--- src/rtl/irqstat_pkg.sv ---
package irqstat_pkg;

  typedef enum logic [2:0] {
    SEL_NONE  = 3'd0,
    SEL_CTRL  = 3'd1,
    SEL_STAT  = 3'd2,
    SEL_SET   = 3'd3,
    SEL_CLR   = 3'd4
  } reg_sel_e;

  localparam int unsigned OFS_CTRL = 32'h20;
  localparam int unsigned OFS_STAT = 32'h24;
  localparam int unsigned OFS_SET  = 32'h60;
  localparam int unsigned OFS_CLR  = 32'h64;

  localparam int unsigned BIT_BUSY = 0;
  localparam int unsigned BIT_ARM  = 7;

endpackage

--- src/rtl/irqstat_decode.sv ---
module irqstat_decode
  import irqstat_pkg::*;
#(
  parameter int unsigned ADDR_W = 8
) (
  input  logic              wr_en,
  input  logic [ADDR_W-1:0] wr_addr,
  input  logic [ADDR_W-1:0] rd_addr,
  output reg_sel_e          wr_sel,
  output reg_sel_e          rd_sel
);

  function automatic reg_sel_e map_offset(input logic [ADDR_W-1:0] a);
    reg_sel_e s;
    s = SEL_NONE;
    if (a == ADDR_W'(OFS_CTRL)) s = SEL_CTRL;
    if (a == ADDR_W'(OFS_STAT)) s = SEL_STAT;
    if (a == ADDR_W'(OFS_SET))  s = SEL_SET;
    if (a == ADDR_W'(OFS_CLR))  s = SEL_CLR;
    return s;
  endfunction

  always_comb begin
    wr_sel = wr_en ? map_offset(wr_addr) : SEL_NONE;
    rd_sel = map_offset(rd_addr);
  end

endmodule

--- src/rtl/irqstat_ctrl.sv ---
module irqstat_ctrl #(
  parameter int unsigned DATA_W = 32
) (
  input  logic clk,
  input  logic rst_n,
  input  logic ctrl_wr,
  input  logic arm_wdata,
  input  logic calc_start,
  input  logic calc_done,
  output logic arm_q,
  output logic busy_q,
  output logic done_set
);

  always_ff @(posedge clk) begin
    if (!rst_n) begin
      arm_q  <= 1'b0;
      busy_q <= 1'b0;
    end else begin
      if (ctrl_wr) arm_q <= arm_wdata;
      if (calc_start)     busy_q <= 1'b1;
      else if (calc_done) busy_q <= 1'b0;
    end
  end

  assign done_set = calc_done && arm_q;

endmodule

--- src/rtl/irqstat_core.sv ---
module irqstat_core #(
  parameter int unsigned DATA_W   = 32,
  parameter logic [31:0] DONE_VAL = 32'h1
) (
  input  logic              clk,
  input  logic              rst_n,
  input  logic              set_wr,
  input  logic              clr_wr,
  input  logic [DATA_W-1:0] wdata,
  input  logic              done_set,
  input  logic              msi_en,
  output logic [DATA_W-1:0] status_q,
  output logic              intx_q,
  output logic              msi_q,
  output logic              raise_ev
);

  function automatic logic [DATA_W-1:0] next_word(
    input logic [DATA_W-1:0] old_w,
    input logic [DATA_W-1:0] set_w,
    input logic [DATA_W-1:0] clr_w);
    return (old_w | set_w) & ~clr_w;
  endfunction

  logic [DATA_W-1:0] set_val, clr_val, nxt;
  logic              nxt_nz;

  always_comb begin
    set_val  = (set_wr ? wdata : '0) | (done_set ? DONE_VAL[DATA_W-1:0] : '0);
    clr_val  = clr_wr ? wdata : '0;
    nxt      = next_word(status_q, set_val, clr_val);
    nxt_nz   = |nxt;
    raise_ev = set_wr || done_set;
  end

  always_ff @(posedge clk) begin
    if (!rst_n) begin
      status_q <= '0;
      intx_q   <= 1'b0;
      msi_q    <= 1'b0;
    end else begin
      status_q <= nxt;
      msi_q    <= raise_ev && nxt_nz && msi_en;
      if (!msi_en) begin
        if (raise_ev && nxt_nz)      intx_q <= 1'b1;
        else if (clr_wr && !nxt_nz)  intx_q <= 1'b0;
      end
    end
  end

endmodule

--- src/rtl/irqstat_unit.sv ---
module irqstat_unit
  import irqstat_pkg::*;
#(
  parameter int unsigned ADDR_W = 8,
  parameter int unsigned DATA_W = 32
) (
  input  logic              clk,
  input  logic              rst_n,
  input  logic              wr_en,
  input  logic [ADDR_W-1:0] wr_addr,
  input  logic [DATA_W-1:0] wr_data,
  input  logic [ADDR_W-1:0] rd_addr,
  output logic [DATA_W-1:0] rd_data,
  input  logic              calc_start,
  input  logic              calc_done,
  input  logic              msi_en,
  output logic              intx_o,
  output logic              msi_req_o
);

  reg_sel_e          wr_sel, rd_sel;
  logic              set_wr, clr_wr, ctrl_wr;
  logic              arm_q, busy_q, done_set, raise_ev;
  logic [DATA_W-1:0] status_q;

  irqstat_decode #(.ADDR_W(ADDR_W)) u_dec (
    .wr_en(wr_en), .wr_addr(wr_addr), .rd_addr(rd_addr),
    .wr_sel(wr_sel), .rd_sel(rd_sel)
  );

  assign set_wr  = (wr_sel == SEL_SET);
  assign clr_wr  = (wr_sel == SEL_CLR);
  assign ctrl_wr = (wr_sel == SEL_CTRL);

  irqstat_ctrl #(.DATA_W(DATA_W)) u_ctl (
    .clk(clk), .rst_n(rst_n), .ctrl_wr(ctrl_wr), .arm_wdata(wr_data[BIT_ARM]),
    .calc_start(calc_start), .calc_done(calc_done),
    .arm_q(arm_q), .busy_q(busy_q), .done_set(done_set)
  );

  irqstat_core #(.DATA_W(DATA_W)) u_core (
    .clk(clk), .rst_n(rst_n), .set_wr(set_wr), .clr_wr(clr_wr),
    .wdata(wr_data), .done_set(done_set), .msi_en(msi_en),
    .status_q(status_q), .intx_q(intx_o), .msi_q(msi_req_o), .raise_ev(raise_ev)
  );

  always_comb begin
    rd_data = '0;
    case (rd_sel)
      SEL_CTRL: begin
        rd_data[BIT_ARM]  = arm_q;
        rd_data[BIT_BUSY] = busy_q;
      end
      SEL_STAT: rd_data = status_q;
      default:  rd_data = '0;
    endcase
  end

endmodule

--- config.mk ---
export PLATFORM = sky130hd
export DESIGN_NAME = irqstat_unit
export DESIGN_NICKNAME = d
export VERILOG_FILES = /design/src/rtl/irqstat_pkg.sv /design/src/rtl/irqstat_decode.sv /design/src/rtl/irqstat_ctrl.sv /design/src/rtl/irqstat_core.sv /design/src/rtl/irqstat_unit.sv
export SDC_FILE = /design/constraint.sdc
export NUM_CORES = 1
export LEC_CHECK = 0
export ABC_AREA = 1
export BUFFER_PORTS_ARGS = -buffer_cell sky130_fd_sc_hd__buf_2
export CORE_ASPECT_RATIO = 1.2
export CORE_MARGIN = 4
export CORE_UTILIZATION = 48
export DETAILED_ROUTE_END_ITERATION = 8
export PLACE_DENSITY = 0.8
export SLEW_MARGIN = 20
export SYNTH_ARGS = -nofsm -noshare
export SYNTH_HDL_FRONTEND = slang
export SYNTH_SLANG_ARGS = --single-unit
--- constraint.sdc ---
create_clock -name clk -period 2 [get_ports clk]
set_clock_uncertainty 0.15 [all_clocks]
set_input_delay 0.2 -clock clk [delete_from_list [all_inputs] [get_ports clk]]
set_output_delay 0.2 -clock clk [all_outputs]
set_load 0.03 [all_outputs]
==> flow_summary.toml, run 1 <==
[yosys]
synth_compound_area_frac = 0.0194
synthFlopType = "dfxtp_1"
synth_seq_area_share = 0.349
synthAdderAreaFrac = 0
synth_area_um2 = 2070
syn_nets = 411
synthXorXnorAreaFrac = 0
synth_seq_cells = 36
synthMuxAreaShare = 0
ys_warn_count = 0
synth_cell_types = 22
syn_area_per_cell_um2 = 5.79
synthSimpleGateAreaFrac = 0.497
async_flop_share = 0
syn_inst = 357
synth_top_family_by_area = "simple AND/OR/NAND/NOR gates"
synth_edf_count = 0

[timing]
fin_setup_tns_ps = 0
finalHoldViolations = 0
hold_ws_ps = 43.0
worstMarginPinSlew_ps = 740
layout_min_cycle_time_ps = 1820
slew_headroom = 0.504
fmax_mhz = 550
setup_viol = 0
rsz0062_at_grt = "false"
drv_slew = 0
period_share = 0.909

[critical_path]
cp-end-kind = "output pin"
cp_cell_sequence = "buf_2, nor4_1, nand3_1, buf_12, o22ai_1, buf_2"
cp_slowest_stage_delay_ps = 380
cp_max_fo = 32
cpMostUsedCell = "buf_2"
critPathRequiredTime_ps = 1650
cp_slowest_cell = "nor4_1"
setup.worst_path.class = "input port to output pin"
crit_arrival_ps = 1470
startpoint_type = "input port"

[finish]
most-common-layout-cells = "nand2_1 (128), buf_2 (87), nor2_1 (78), inv_1 (41), nand3_1 (37)"
seqCellArea_um2 = 721
fin_area_um2 = 2650
area_growth_pct = 28.3
finalNonFillerCells = 497
drive_above_1_share = 0.242
antennaDiodeCount = 0
final_common_cell = "nand2_1"
multi_input_area_um2 = 1070
nNetsFinal = 497
n_fill_cell = 387

[power_and_ir_drop]
total_leakage_power_nw = 1.43
vdd_drop_max_v = 0.000399
p_per_area_nw_per_um2 = 491

[global_route]
first_global_vias = 2236
antenna_found_initial = 0
grt_overflow = 0
grt_first_pass_wirelength_um = 9070
grt_max_degree = 34
grtUsageTotal = 0.213

[worst_hold_path]
hold_class = "input port to flip-flop"

[route]
viasPerCell = 4.71
routedWlPerCell_um = 10.9
routed_wl_um = 5410
dr.pass1.iters = 5
drc = 0
ant_nets = 0
num_vias = 2343
drtIter0Drc = 97

[clocking]
max-clock-path-buffers = 2
clkTransAtPathRegs_ps = 60
cts_resized = 0
cts_tree = "yes"
cts_htree_levels = 2
cts_buffers = 5
cts_sinks = 36
cts_root_buf = "clkbuf_8"
clock_latency_ps = 280

[run]
cap_violations = 0

[floorplan]
start_util = 0.512
core_um2 = 4040
die_area_um2 = 5420
die_y_um = 79.9
num_rows = 25
ios = 88
dieWidth_um = 67.9

[place]
dp_hpwl_um = 4030
post_dp_cell_area_um2 = 2560
gp_congestion = 0.816
io_buffers = 87
dp.cells = 489

[status]
status = "completed"
==> worst max-delay path, delay by kind of cell <==
| family | cells | cell delay, ps |
|---|---|---|
| buffers and inverters | 3 | 530 |
| AOI/OAI and AO/OA | 1 | 150 |
| and+or+nand+nor | 2 | 580 |
==> logic make-up (layout without fill, tap and decap cells) <==
group                  Yosys count  after routing
AND/OR/NAND/NOR                253            253
buffers and inverters           61            147
flip-flops                      36             36
AO/OA/AOI/OAI                    7              7
==> layer usage <==
metal,GRT usage,wire length (µm)
met5,0,0
met1,0.231,2210
met3,0.0380,366
met2,0.392,2720
met4,0.0895,112
==> worst paths after layout <==
path / from / to / slack [ps] / cells after the start
setup / recovery: rd_addr[4] / rd_data[0] / 180 / 6
hold reg to reg: u_core.intx_q / u_core.intx_q / 350 / 2
hold / removal: msi_en / u_core.msi_q / 40 / 3
setup reg to reg: u_core.status_q[0] / u_core.intx_q / 550 / 10
==> state kept, by name, summed over array words and instances (netlist names) <==
signal,flops
u_core.msi_q,1
u_ctl.arm_q,1
u_core.status_q,32
u_ctl.busy_q,1
u_core.intx_q,1
==> synthesized netlist by cell type, types with 2 or more instances <==
cell / instances / area (µm²)
nand2_1: 128 / 480
nor2_1: 78 / 293
o22ai_1: 2 / 12.5
nor2_2: 2 / 12.5
inv_1: 41 / 154
buf_4: 7 / 52.6
nand3_1: 37 / 185
inv_2: 3 / 11.3
clkbuf_1: 6 / 22.5
buf_6: 3 / 33.8
a21oi_1: 3 / 15.0
nand3b_1: 2 / 15.0
dfxtp_1: 36 / 721
==> through the flow <==
step                power (mW)   util  worst slack (ps)
floorplan                0.763      -               300
global placement         0.832  0.635              60.0
detailed placement       0.834  0.635             0.253
CTS                       1.31  0.657               208
global route              1.36  0.657              38.3
finish                    1.30  0.657               183
==> power by group <==
group | internal, mW | switching (mW) | total, mW
registers | 0.718 | 0.000863 | 0.719
clock network | 0.237 | 0.245 | 0.481
logic | 0.0487 | 0.0528 | 0.102
==> area by class of cell <==
class,count,share of cell area
sequential,36,0.272
clock buffer,6,0.0274
tap,54,0.0255
clock inverter,1,0.00189
inverter,45,0.0637
timing repair buffer,95,0.207
multi-input combinational,260,0.403
==> what timing repair did <==
item	4_1_cts	5_1_grt
endpoints found under the setup margin	0	0
endpoints found under the hold margin	1	0
setup buffers	0	0
hold buffers	1	0
Note: power is estimated with default switching activity, not from simulation.
==> run 2, diff against run 1 <==
--- a/config.mk
+++ b/config.mk
@@ -7,11 +7,11 @@
 export LEC_CHECK = 0
 export ABC_AREA = 1
 export BUFFER_PORTS_ARGS = -buffer_cell sky130_fd_sc_hd__buf_2
-export CORE_ASPECT_RATIO = 1.2
+export CORE_ASPECT_RATIO = 1.5
 export CORE_MARGIN = 4
-export CORE_UTILIZATION = 48
+export CORE_UTILIZATION = 43
 export DETAILED_ROUTE_END_ITERATION = 8
-export PLACE_DENSITY = 0.8
+export PLACE_DENSITY = 0.76
 export SLEW_MARGIN = 20
 export SYNTH_ARGS = -nofsm -noshare
 export SYNTH_HDL_FRONTEND = slang
==> constraint.sdc (replaced) <==
create_clock -name clk -period 1.59 [get_ports clk]
set_clock_uncertainty 0.15 [all_clocks]
set_input_delay 0.159 -clock clk [delete_from_list [all_inputs] [get_ports clk]]
set_output_delay 0.159 -clock clk [all_outputs]
set_load 0.03 [all_outputs]
==> run 2 against run 1 <==
Effect of this change:
- the flow now finishes with violations (negative hold slack, negative setup slack)
- setup slack worse by 400 ps
- first-iteration DRC count is 150% higher
- sequential share of layout area is 8.8 points lower
- global-route usage is 0.30 points lower
- non-clock buffer count is 45 higher
- clock power is 95% higher
- cell count is 11% higher
- sequential cell count stayed put
- register-to-register slack worse by 510 ps
- cell area is 48% higher
- wire length is 76% higher
- critical endpoint is now u_core.intx_q
- largest cell class unchanged
- largest power group is now clock
==> flow_summary.toml, run 2 (synthesis results as in run 1) <==
[route]
ant_nets = 0
viasPerCell = 5.38
drtIter0Drc = 238
routed-wl-met2_um = 5230
wl_met3_um = 644
routed_wl_um = 9530
num_vias = 2976
routedWlPerCell_um = 17.2
highest_layer = "met4"
drc = 0
wl_met1_um = 3130
dr.pass1.iters = 5

[critical_path]
cpMostUsedCell = "nand2_1"
worst-path-buf-inv = 4
startpoint_type = "input port"
cp-end-kind = "flip-flop"
cp_slowest_cell = "a21oi_1"
cp_slowest_stage_delay_ps = 210
crit_family = "simple AND/OR/NAND/NOR gates"
crit_arrival_ps = 1880
setup.worst_path.class = "input port to flip-flop"
cp_cell_sequence = "buf_6, inv_4, buf_4, nand2_2, nor2_2, nand2_4, nand2_8, clkbuf_16, nand3_1, nand2_1, nand2_1, nand2_1, nor2_1, nand2_1, nor2_2, nand2_1, nand3_1, a21oi_1"
critPathRequiredTime_ps = 1670
cp_max_fo = 8

[finish]
finalNonFillerCells = 553
final_common_cell = "nand2_1"
largest_register_ff_count = 32
n_fill_cell = 249
multi_input_area_um2 = 1460
seqCellArea_um2 = 721
regMostFlops = "u_core.status_q"
drive_above_1_share = 0.462
nNetsFinal = 542
area_growth_pct = 89.3
post-route-util = 0.854
antennaDiodeCount = 0
most-common-layout-cells = "nand2_1 (88), buf_2 (50), nor2_1 (49), inv_1 (39), dfxtp_1 (36)"

[global_route]
grtUsageTotal = 0.210
grt_max_degree = 20
first_global_vias = 2326
antenna_found_initial = 0
grt_overflow = 0
grt_first_pass_wirelength_um = 9880

[status]
status = "finished with violations"
violations = "negative hold slack, negative setup slack"

[run]
cap_violations = 0

[timing]
layout_min_cycle_time_ps = 1800
slew_headroom = 0.760
layout_setup_ws_ps = -213
fmax_mhz = 555
hold_ws_ps = -12.9
setup_viol = 27
drv_slew = 0
period_share = 1.13
finalHoldViolations = 1
fin_setup_tns_ps = -1340
worstMarginPinSlew_ps = 357
rsz0062_at_grt = "true"

[clocking]
max-clock-path-buffers = 2
cts_tree = "yes"
cts_sinks = 36
cts_htree_levels = 2
cts_buffers = 5
cts_root_buf = "clkbuf_8"
clkTransAtPathRegs_ps = 80
clock_latency_ps = 310

[power_and_ir_drop]
total_leakage_power_nw = 1.83
p_per_area_nw_per_um2 = 529
vdd_drop_max_v = 0.000654

[place]
io_buffers = 87
dp_hpwl_um = 4450
gp_congestion = 0.816
dp.cells = 515
dp_slack_ps = -386

[floorplan]
die_y_um = 92.9
core_um2 = 4580
die_area_um2 = 6000
start_util = 0.451
num_rows = 30
dieWidth_um = 64.6
ios = 88

[worst_hold_path]
hold_class = "input port to flip-flop"
[run 2: changes by cell type in the layout (fill, tap and decap cells not counted), moves of 7 or more]
cell / previous run / this run
nand2_1: 128 / 88
clkbuf_16: 0 / 8
nand2_2: 1 / 31
nand3_1: 37 / 30
dlygate4sd3_1: 1 / 11
buf_2: 87 / 50
nor2_1: 78 / 49
nor2_2: 2 / 15
nand2_4: 0 / 9
buf_6: 0 / 34
buf_4: 3 / 26
nor2_4: 1 / 17
[run 2: final timing paths]
path / depth (start not counted) / slack [ps] / from / endpoint
max: 18 / -210 / wr_addr[3] / u_core.intx_q
min: 4 / -10 / wr_data[8] / u_core.status_q[8]
max reg2reg: 10 / 40 / u_core.status_q[21] / u_core.intx_q
min reg2reg: 2 / 380 / u_ctl.arm_q / u_ctl.arm_q
[run 2: routing by layer]
metal	vias to the layer above	GRT usage
li1	1337	-
met1	1395	0.228
met2	188	0.383
met3	56	0.0485
met4	0	0.0882
met5	-	0
[run 2: cell type report]
type                    instances  area share
repair buffers                140       0.339
inverters                      45      0.0509
well taps                      64      0.0205
clock buffers                   7      0.0246
multi-input cells             260       0.373
clock inverters                 1     0.00768
flip-flops and latches         36       0.184
[run 2: what timing repair did]
item                                    4_1_cts  5_1_grt
cloned                                        1        8
buffers inserted                              1        9
endpoints found under the setup margin       34       21
hold buffers                                 11        0
gates resized for setup                      13      195
endpoints found under the hold margin        11        0
pin swaps                                     2       49
[run 2: per-stage QoR]
stage / total power, mW / cell area, µm² / hold slack, ps
floorplan: 0.966 / 2100 / 126
global placement: 1.06 / 2740 / 238
detailed placement: 1.06 / 2740 / 249
CTS: 1.98 / 3060 / 1.40
global route: 2.11 / 3910 / 21.7
finish: 2.07 / 3910 / -12.9
[run 2: worst min-delay path, stage by stage]
cell and delay [ps]:
buf_2 100, nand2_2 50, nand2_2 60, nor2_1 40
[run 2: where the power goes]
part	internal [mW]	leakage, nW	switching [mW]	total, mW
Sequential	0.902	0.290	0.00121	0.904
Clock	0.554	0.0645	0.383	0.937
Combinational	0.109	1.47	0.117	0.227
Total	1.57	1.83	0.501	2.07
